File: src/rtl/mlp_pkg.sv
package mlp_pkg;

  typedef enum logic [1:0] {
    OP_SHIFT  = 2'd0,
    OP_LOAD_B = 2'd1,
    OP_LOAD_A = 2'd2,
    OP_HOLD   = 2'd3
  } op_e;

  typedef enum logic [1:0] {
    PICK_B2 = 2'd0,
    PICK_B1 = 2'd1,
    PICK_A2 = 2'd2,
    PICK_A1 = 2'd3
  } pick_e;

  typedef struct packed {
    logic we_a1;
    logic we_a2;
    logic we_b1;
    logic we_b2;
    logic chain;
  } ctl_s;

  // Write enables per register for a given operation and load rule.
  function automatic ctl_s decode_op(op_e code, bit push);
    ctl_s c;
    c = '0;
    unique case (code)
      OP_SHIFT: begin
        c.we_a1 = 1'b1; c.we_a2 = 1'b1;
        c.we_b1 = 1'b1; c.we_b2 = 1'b1;
        c.chain = 1'b1;
      end
      OP_LOAD_A: begin
        c.we_a1 = 1'b1;
        c.we_a2 = push;
      end
      OP_LOAD_B: begin
        c.we_b1 = 1'b1;
        c.we_b2 = push;
      end
      default: c = '0;
    endcase
    return c;
  endfunction

endpackage

File: src/rtl/mlp_ctrl.sv
module mlp_ctrl
  import mlp_pkg::*;
#(
  parameter bit PUSHDOWN = 1'b1
) (
  input  logic [1:0] op,
  output ctl_s       ctl
);
  op_e code_w;
  assign code_w = op_e'(op);
  assign ctl    = decode_op(code_w, PUSHDOWN);

  // a chain step always writes every register
  always_comb begin
    assert_chain_all_R3: assert (!ctl.chain || (ctl.we_a1 && ctl.we_a2 && ctl.we_b1 && ctl.we_b2));
  end
endmodule

File: src/rtl/mlp_regbank.sv
module mlp_regbank
  import mlp_pkg::*;
#(
  parameter int W = 8
) (
  input  logic         clk,
  input  logic         rst,
  input  ctl_s         ctl,
  input  logic [W-1:0] d_in,
  output logic [W-1:0] a1,
  output logic [W-1:0] a2,
  output logic [W-1:0] b1,
  output logic [W-1:0] b2
);
  logic [W-1:0] b1_src_w;

  // B1 is fed from A2 during a chain step, otherwise from the input
  assign b1_src_w = ctl.chain ? a2 : d_in;

  always_ff @(posedge clk) begin
    if (rst) begin
      a1 <= '0;
      a2 <= '0;
      b1 <= '0;
      b2 <= '0;
    end else begin
      if (ctl.we_a1) a1 <= d_in;
      if (ctl.we_a2) a2 <= a1;
      if (ctl.we_b1) b1 <= b1_src_w;
      if (ctl.we_b2) b2 <= b1;
    end
  end
endmodule

File: src/rtl/mlp_outsel.sv
module mlp_outsel
  import mlp_pkg::*;
#(
  parameter int W = 8
) (
  input  logic [1:0]   rd_sel,
  input  logic         oe_n,
  input  logic [W-1:0] a1,
  input  logic [W-1:0] a2,
  input  logic [W-1:0] b1,
  input  logic [W-1:0] b2,
  output logic [W-1:0] y_out,
  output logic         y_valid
);
  logic [W-1:0] pick_w;

  always_comb begin
    unique case (pick_e'(rd_sel))
      PICK_B2: pick_w = b2;
      PICK_B1: pick_w = b1;
      PICK_A2: pick_w = a2;
      default: pick_w = a1;
    endcase
  end

  assign y_valid = ~oe_n;
  assign y_out   = oe_n ? '0 : pick_w;
endmodule

File: src/rtl/mlp_pipe_reg.sv
module mlp_pipe_reg
  import mlp_pkg::*;
#(
  parameter int W        = 8,
  parameter bit PUSHDOWN = 1'b1
) (
  input  logic         clk,
  input  logic         rst,
  input  logic [W-1:0] d_in,
  input  logic [1:0]   op,
  input  logic [1:0]   rd_sel,
  input  logic         oe_n,
  output logic [W-1:0] y_out,
  output logic         y_valid
);
  ctl_s         ctl_w;
  logic [W-1:0] a1_w, a2_w, b1_w, b2_w;

  mlp_ctrl #(.PUSHDOWN(PUSHDOWN)) ctrl_i (
    .op  (op),
    .ctl (ctl_w)
  );

  mlp_regbank #(.W(W)) bank_i (
    .clk  (clk),
    .rst  (rst),
    .ctl  (ctl_w),
    .d_in (d_in),
    .a1   (a1_w),
    .a2   (a2_w),
    .b1   (b1_w),
    .b2   (b2_w)
  );

  mlp_outsel #(.W(W)) outsel_i (
    .rd_sel  (rd_sel),
    .oe_n    (oe_n),
    .a1      (a1_w),
    .a2      (a2_w),
    .b1      (b1_w),
    .b2      (b2_w),
    .y_out   (y_out),
    .y_valid (y_valid)
  );

  assert_reset_clear_R1: assert property (@(posedge clk)
    rst |=> (a1_w == '0 && a2_w == '0 && b1_w == '0 && b2_w == '0));

  assert_hold_R2: assert property (@(posedge clk) disable iff (rst)
    (op == 2'd3) |=> ($stable(a1_w) && $stable(a2_w) && $stable(b1_w) && $stable(b2_w)));

  assert_shift_R3: assert property (@(posedge clk) disable iff (rst)
    (op == 2'd0) |=> (a1_w == $past(d_in) && a2_w == $past(a1_w) &&
                      b1_w == $past(a2_w) && b2_w == $past(b1_w)));

  assert_load_a_R4: assert property (@(posedge clk) disable iff (rst)
    (op == 2'd2) |=> (a1_w == $past(d_in) && $stable(b1_w) && $stable(b2_w)));

  assert_load_b_R5: assert property (@(posedge clk) disable iff (rst)
    (op == 2'd1) |=> (b1_w == $past(d_in) && $stable(a1_w) && $stable(a2_w)));

  generate
    if (PUSHDOWN) begin : g_push
      assert_push_a_R6: assert property (@(posedge clk) disable iff (rst)
        (op == 2'd2) |=> (a2_w == $past(a1_w)));
      assert_push_b_R6: assert property (@(posedge clk) disable iff (rst)
        (op == 2'd1) |=> (b2_w == $past(b1_w)));
    end else begin : g_over
      assert_keep_second_R7: assert property (@(posedge clk) disable iff (rst)
        (op == 2'd1 || op == 2'd2) |=> ($stable(a2_w) && $stable(b2_w)));
    end
  endgenerate

  assert_disabled_R9: assert property (@(posedge clk) disable iff (rst)
    oe_n |-> (y_out == '0 && !y_valid));
endmodule

File: config.mk
export PLATFORM = sky130hd
export DESIGN_NAME = mlp_pipe_reg
export DESIGN_NICKNAME = d
export VERILOG_FILES = /design/src/rtl/mlp_pkg.sv /design/src/rtl/mlp_ctrl.sv /design/src/rtl/mlp_regbank.sv /design/src/rtl/mlp_outsel.sv /design/src/rtl/mlp_pipe_reg.sv
export SDC_FILE = /design/constraint.sdc
export NUM_CORES = 1
export LEC_CHECK = 0
export ABC_AREA = 1
export CAP_MARGIN = 20
export CORE_UTILIZATION = 48
export DETAILED_ROUTE_END_ITERATION = 8
export PLACE_DENSITY_LB_ADDON = 0.08
export SLEW_MARGIN = 30
export SYNTH_ARGS = -nofsm -noshare
export SYNTH_HDL_FRONTEND = slang
export SYNTH_HIERARCHICAL = 1
export SYNTH_SLANG_ARGS = --single-unit
export TNS_END_PERCENT = 1
File: constraint.sdc
create_clock -name clk -period 0.9 [get_ports clk]
set_input_delay 0.18 -clock clk [delete_from_list [all_inputs] [get_ports clk]]
set_output_delay 0.18 -clock clk [all_outputs]
set_load 0.005 [all_outputs]
# ---- Yosys cells after proc, flatten, opt, wreduce, memory -nomap -nowiden
# Cells that the tools add are included.
dict set report word_totals {
  regBits 32
  output_inout_bits 9
  word_cells 19
  inputBits 15
}
dict set report op_classes {
  n_eq_ne 4
  bitwise_logic 1
  reduce_logical 4
  muxes 6
}
# cell count
set op_table {}
lappend op_table {{one-hot mux 8 bit (3 select lines)} 1}
lappend op_table {{two-way mux 8 bit} 2}
lappend op_table {{equality test 2 x 1 -> 1 bit (second input constant)} 2}
lappend op_table {{equality test 2 bit (second input constant)} 2}
lappend op_table {{logical NOT 2 bit} 2}
lappend op_table {{two-way mux 2 bit} 2}
lappend op_table {{OR reduction 2 bit} 2}
lappend op_table {{two-way mux 1 bit} 1}
lappend op_table {{NOT 1 bit} 1}

# ---- Logic depth before layout (Yosys ltp)
# Gate-level depths: netlist of run 1.
dict set report logic_depth {
  word_depth 3
  ltp_mapped 8
  mapped_depth_nobuf 6
}

# ---- Cells and area by module
# The synthesis of run 1 kept the hierarchy.
# mod n_inst seq_area_each_um2 cells_each area_per_inst_um2
set modules_own_cells {}
lappend modules_own_cells {mlp_regbank 1 640.6 173 1252.5}
lappend modules_own_cells {mlp_outsel 1 0.0 73 316.6}
lappend modules_own_cells {mlp_ctrl 1 0.0 5 26.3}

# ---- Least setup slack after synthesis of run 1
# Ideal clock, no wire load.
dict set report synth_timing {
  path_kind {in2out}
  start {in rd_sel[1]}
  end {out y_out[0]}
  stages 6
  setup_slack_ps -24
  path_buffers 1
  required_ps 720
  arrival_ps 744
  path_cell_list {buf_6 -> nor2_2 -> nand2_1 -> nand3_1 -> nand2_1 -> inv_1}
}
dict set report synth_between {
  elab_chain_cells 3
  word_cells_on_any_way 5
  cone_classes {2 x eq/ne; 2 x mux; 1 x reduce/logical}
}
# item line_no
set synth_lines {}
lappend synth_lines {{start: declaration} mlp_pipe_reg.sv:11} ;# input logic [1:0] rd_sel,
lappend synth_lines {{equality test 2 bit, or another cell as far along} mlp_outsel.sv:18} ;# unique case (pick_e'(rd_sel))
lappend synth_lines {{one-hot mux 8 bit (3 select lines) (*)} mlp_outsel.sv:18}
lappend synth_lines {{two-way mux 8 bit (*)} mlp_outsel.sv:27} ;# assign y_out = oe_n ? '0 : pick_w;
lappend synth_lines {{end: declaration} mlp_pipe_reg.sv:13} ;# output logic [W-1:0] y_out,
# Mark *: on every way between the ends. The rest lies on a longest branch, timed or not.

# ---- Final worst setup path of run 1
dict set report layout_timing {
  start {in oe_n}
  end {out y_valid}
}
dict set report layout_between {
  elab_chain_cells 1
}
# item line_no
set layout_lines {}
lappend layout_lines {{start: declaration} mlp_pipe_reg.sv:12} ;# input logic oe_n,
lappend layout_lines {{NOT 1 bit} mlp_outsel.sv:26} ;# assign y_valid = ~oe_n;
lappend layout_lines {{end: declaration} mlp_pipe_reg.sv:14} ;# output logic y_valid
# Every way passes these cells.

==> results.sh, run 1 <==
export IMPL_clockBufferDepth=2
export IMPL_slew_headroom=0.774
export IMPL_ys_warn_count=6
export IMPL_p_leak_nw=1.08
export IMPL_placeableCoreArea_mm2=0.00310
export IMPL_ir_drop_mv=0.906
export IMPL_die_area_mm2=0.00356
export IMPL_io_pins=24
export IMPL_cts_tree="yes"
export IMPL_wirelength_um=3800
export IMPL_drv_slew=0
export IMPL_ys_seq_area_frac=0.402
export IMPL_syn_cell_area_mm2=0.00160
export IMPL_crit_path_start_kind="input pin"
export IMPL_min_path_type="in2reg"
export IMPL_ys_seq_elements=32
export IMPL_rsz0062_at_grt="yes"
export IMPL_ant_nets=0
export IMPL_antenna_cells=0
export IMPL_path_clk_slew_ns=0.09
export IMPL_clk_latency_ns=0.33
export IMPL_vias=1614
export IMPL_dr_first_iter_drc_count=99
export IMPL_ys_types=15
export IMPL_synth_avg_cell_area_um2=6.36
export IMPL_hold_viol=0
export IMPL_fmax_ghz=0.764
export IMPL_die_x_um=59.7
export IMPL_placedCellCount=341
export IMPL_drtPass1Iterations=5
export IMPL_overflow=0
export IMPL_worstMarginPinSlew_ns=0.340
export IMPL_worst_clock_skew_ns=0.00165
export IMPL_dp_final_hpwl_um=2830
export IMPL_grt_pass1_vias=1431
export IMPL_track_usage=0.244
export IMPL_rrSetupSlack_ns=0.11
export IMPL_num_fill_cells=313
export IMPL_endpoint_kind="output port"
export IMPL_cts_max_level=2
export IMPL_setup_viol=9
export IMPL_hold_buffers=0
export IMPL_grt_max_degree=33
export IMPL_start_util=0.514
export IMPL_numCtsBuffers=5
export IMPL_gp_congestion=0.861
export IMPL_criticalPathCategory="in2out"
export IMPL_drc=0
export IMPL_grt_pass1_wl_um=6400
export IMPL_fin_crit_ns=1.31
export IMPL_arrival_ns=1.13
export IMPL_wl_per_cell_um=11.0
export IMPL_antenna_found_initial=0
export IMPL_final_cells=346
export IMPL_area_delta_synth_final_pct=33.6
export IMPL_status="finished, violations left"
export IMPL_root_buffer="clkbuf_4"
export IMPL_fin_crit_sh=1.45
export IMPL_synth_net_count=266
export IMPL_netlist_instances=251
export IMPL_p_per_area_mw_per_mm2=1320
export IMPL_violations="setup timing"
export IMPL_worst_slack_ns=-0.408
export IMPL_finish_utilization=0.687
export IMPL_finalNetCount=319
export IMPL_required_ns=0.72
export IMPL_numPortBuffers=23
export IMPL_via_per_inst=4.66
export IMPL_post_place_ws_ns=-1.06
export IMPL_setup_tns_ns=-3.36
export IMPL_clock_sinks=32
export IMPL_drive_gt1_frac=0.291
export IMPL_cp_max_fo=9
export IMPL_maxCapViolCount=0
export IMPL_die_h_um=59.7
export IMPL_row_count=20
## timing repair
| item | in CTS | in global routing |
|---|---|---|
| pin swaps | 25 | 17 |
| endpoints found under the setup margin | 18 | 21 |
| buffers inserted | 0 | 0 |
| hold endpoints to repair | 0 | 0 |
| resized for setup | 65 | 8 |
## power by group
| part | internal [mW] | switching, mW |
|---|---|---|
| combinational | 0.284 | 0.296 |
| clock | 0.260 | 0.441 |
| sequential | 1.49 | 0.0389 |
| total | 2.04 | 0.776 |
## worst max-delay path, cell delays in order
cell and delay (ns):
dlygate4sd2_1 0.40, inv_1 0.08, clkdlybuf4s50_1 0.46
## cell usage in the layout (no fill, tap or decap), drive strengths merged
cell / n
clkbuf: 5
o21ai: 8
nor2: 34
dlygate4sd2: 1
clkdlybuf4s50: 10
dfxtp: 32
dlymetal6s2s: 2
nand2: 89
a21oi: 24
inv: 25
clkdlybuf4s15: 2
nand3: 24
buf: 46
## stage by stage
stage / total power, mW / hold slack [ns] / area (µm²)
floorplan: 1.86 / 0.320 / 1600
global placement: 2.13 / 0.447 / 2070
detailed placement: 2.13 / 0.455 / 2070
CTS: 2.82 / 0.448 / 2100
global route: 2.98 / 0.353 / 2130
finish: 2.81 / 0.338 / 2130
## final cells by class
type / instances / area (µm²) / share of cell area
Multi-Input combinational cell: 179 / 779 / 0.366
Sequential cell: 32 / 664 / 0.312
Timing Repair Buffer: 61 / 498 / 0.234
Inverter: 25 / 96.3 / 0.0452
Tap cell: 44 / 55.1 / 0.0258
Clock buffer: 5 / 37.5 / 0.0176
## state kept, by name (all words and copies together) (netlist names)
| name | cells |
|---|---|
| bank_i/b2 | 8 |
| bank_i/a2 | 8 |
| bank_i/b1 | 8 |
| bank_i/a1 | 8 |
## Yosys cell counts (all sizes together)
master | instances | area, µm²
buf | 14 | 108
inv | 25 | 93.8
a21oi | 24 | 120
nand2 | 89 | 334
clkbuf | 1 | 3.75
dfxtp | 32 | 641
nor2 | 34 | 135
nand3 | 24 | 120
o21ai | 8 | 40.0
## worst paths after layout
path                              from                   endpoint  depth (start not counted)
min                              op[1]  bank_i/b2[6]$_SDFFE_PP0P_                          5
min reg2reg  bank_i/b2[1]$_SDFFE_PP0P_  bank_i/b2[1]$_SDFFE_PP0P_                          2
max                               oe_n                    y_valid                          3
max reg2reg  bank_i/b1[0]$_SDFFE_PP0P_  bank_i/b1[0]$_SDFFE_PP0P_                          5
## kinds of logic after synthesis
logic type             Yosys count  synth area share
AOI/OAI and AO/OA               32             0.100
and+or+nand+nor                147             0.369
buffers and inverters           40             0.129
DFF                             32             0.402
## layer usage
layer	wire, µm	share of wire	global-route usage	up-vias
met1	1990	0.52	0.354	699
met2	1620	0.43	0.346	32
met5	0	0	0	-
li1	-	-	-	878
met4	51	0.013	0.110	0
met3	145	0.038	0.0455	5
No activity file was read; power rests on OpenSTA's default activity.
==> inputs of run 2 (changes only) <==
--- a/config.mk
+++ b/config.mk
@@ -7,7 +7,9 @@
 export LEC_CHECK = 0
 export ABC_AREA = 1
 export CAP_MARGIN = 20
-export CORE_UTILIZATION = 48
+export CELL_PAD_IN_SITES_DETAIL_PLACEMENT = 1
+export CELL_PAD_IN_SITES_GLOBAL_PLACEMENT = 1
+export CORE_UTILIZATION = 33
 export DETAILED_ROUTE_END_ITERATION = 8
 export PLACE_DENSITY_LB_ADDON = 0.08
 export SLEW_MARGIN = 30
==> results.sh, run 2 (same netlist as run 1, synthesis figures left out) <==
export IMPL_row_count=24
export IMPL_p_leak_nw=1.12
export IMPL_dp_final_hpwl_um=3510
export IMPL_area_delta_synth_final_pct=42.7
export IMPL_ff_latch_area_um2=652
export IMPL_drv_slew=0
export IMPL_violations="setup timing"
export IMPL_p_comb_frac=0.193
export IMPL_start_util=0.354
export IMPL_track_usage=0.207
export IMPL_hold_buffers=0
export IMPL_cts_max_level=2
export IMPL_finalNetCount=323
export IMPL_via_per_inst=4.87
export IMPL_holdPathEnd="bank_i/a1[3]$_SDFFE_PP0P_"
export IMPL_ant_nets=0
export IMPL_wirelength_um=5000
export IMPL_min_path_cells=5
export IMPL_maxCapViolCount=0
export IMPL_criticalPathCategory="reg2out"
export IMPL_die_area_mm2=0.00512
export IMPL_drive_gt1_frac=0.291
export IMPL_fin_crit_ns=1.28
export IMPL_gp_congestion=0.755
export IMPL_finish_utilization=0.506
export IMPL_clock_sinks=32
export IMPL_worstHoldStart="op[0]"
export IMPL_vias=1757
export IMPL_die_h_um=71.5
export IMPL_placeableCoreArea_mm2=0.00450
export IMPL_worst_clock_skew_ns=0.00515
export IMPL_ff2ff_path_depth=6
export IMPL_arrival_ns=1.10
export IMPL_endpoint_kind="output port"
export IMPL_rsz0062_at_grt="yes"
export IMPL_hold_viol=0
export IMPL_rrSetupSlack_ns=-0.02
export IMPL_crit_path_start_kind="flop"
export IMPL_path_clk_slew_ns=0.07
export IMPL_num_fill_cells=605
export IMPL_antenna_cells=0
export IMPL_cp_startpoint="bank_i/b1[4]$_SDFFE_PP0P_"
export IMPL_layout_cells_most_common="nand2_1"
export IMPL_clkPwrFrac=0.346
export IMPL_cp_max_fo=2
export IMPL_status="finished, violations left"
export IMPL_required_ns=0.72
export IMPL_worstMarginPinSlew_ns=0.218
export IMPL_setup_viol=24
export IMPL_multi_input_area_um2=805
export IMPL_worst_slack_ns=-0.375
export IMPL_wl_per_cell_um=13.9
export IMPL_numCtsBuffers=5
export IMPL_clockBufferDepth=2
export IMPL_grt_pass1_wl_um=8050
export IMPL_overflow=0
export IMPL_io_pins=24
export IMPL_min_path_type="in2reg"
export IMPL_numPortBuffers=23
export IMPL_layout_common_cells="nand2_1 (88), buf_4 (31), nor2_1 (28), dfxtp_1 (23), nand3_1 (22)"
export IMPL_reg2reg_from="bank_i/b1[0]$_SDFFE_PP0P_"
export IMPL_drc=0
export IMPL_final_cells=361
export IMPL_switching_share=0.271
export IMPL_total_power_mw=3.34
export IMPL_dr_first_iter_drc_count=67
export IMPL_clk_latency_ns=0.28
export IMPL_p_per_area_mw_per_mm2=1470
export IMPL_slew_headroom=0.854
export IMPL_placedCellCount=348
export IMPL_grt_max_degree=33
export IMPL_p_sw_mw=0.907
export IMPL_die_x_um=71.5
export IMPL_reg2reg_to="bank_i/b1[0]$_SDFFE_PP0P_"
export IMPL_grt_pass1_vias=1778
export IMPL_ir_drop_mv=0.710
export IMPL_root_buffer="clkbuf_8"
export IMPL_p_seq_frac=0.461
export IMPL_drtPass1Iterations=4
export IMPL_antenna_found_initial=0
export IMPL_fin_crit_sh=1.42
export IMPL_cts_tree="yes"
export IMPL_fmax_ghz=0.784
export IMPL_p_int_mw=2.43
run 2: worst max path at each step:
stage	slack, ns	cells after the start	to
global route	-0.42	5	y_out[4]
global placement	-1.08	8	y_out[5]
finish	-0.38	5	y_out[4]
floorplan	-0.01	6	y_out[4]
CTS	-0.35	5	y_out[5]
detailed placement	-1.08	8	y_out[5]
run 2: layout make-up:
type	count	share of cell area
multi-input combinational	179	0.353
sequential	32	0.286
timing repair buffer	65	0.248
inverter	25	0.0445
clock buffer	8	0.0396
tap	52	0.0286
run 2: power groups by stage:
stage / clock network [mW] / registers, mW / logic [mW]
final: 1.16 / 1.54 / 0.646
after global routing: 1.26 / 1.55 / 0.720
after CTS: 1.20 / 1.54 / 0.636
after detailed placement: 0 / 1.56 / 0.603
after global placement: 0 / 1.56 / 0.593
after floorplan: 0 / 1.56 / 0.306
run 2: worst max-delay path: stages (launching register included):
cell     delay [ns]
dfxtp_1        0.32
o21ai_1        0.15
nand3_1        0.11
nand2_1        0.08
inv_1          0.04
buf_2          0.11
run 2: metrics by stage:
| step | TNS, ns | setup slack [ns] | cell area [µm²] | hold WS (ns) |
|---|---|---|---|---|
| 3_5_place_dp | -20.60 | -1.08 | 2090 | 0.458 |
| 4_1_cts | -3.84 | -0.352 | 2250 | 0.477 |
| 6_report | -3.74 | -0.375 | 2280 | 0.396 |
| 2_1_floorplan | -0.0271 | -0.0135 | 1600 | 0.320 |
| 5_1_grt | -5.25 | -0.424 | 2280 | 0.434 |
| 3_3_place_gp | -20.42 | -1.08 | 2090 | 0.457 |
run 2: what timing repair did:
item / CTS / global route
gates resized for setup: 73 / 9
pin swaps: 20 / 4
setup buffers: 5 / 0
cloned: 0 / 0
endpoints found under the setup margin: 41 / 41
run 2: per-layer routing:
layer  GRT usage  vias to the layer above  wire length, µm
li1            -                      893                -
met4      0.0588                        0               62
met1       0.241                      822             2170
met2       0.380                       35             2590
met3      0.0450                        7              184
met5           0                        -                0
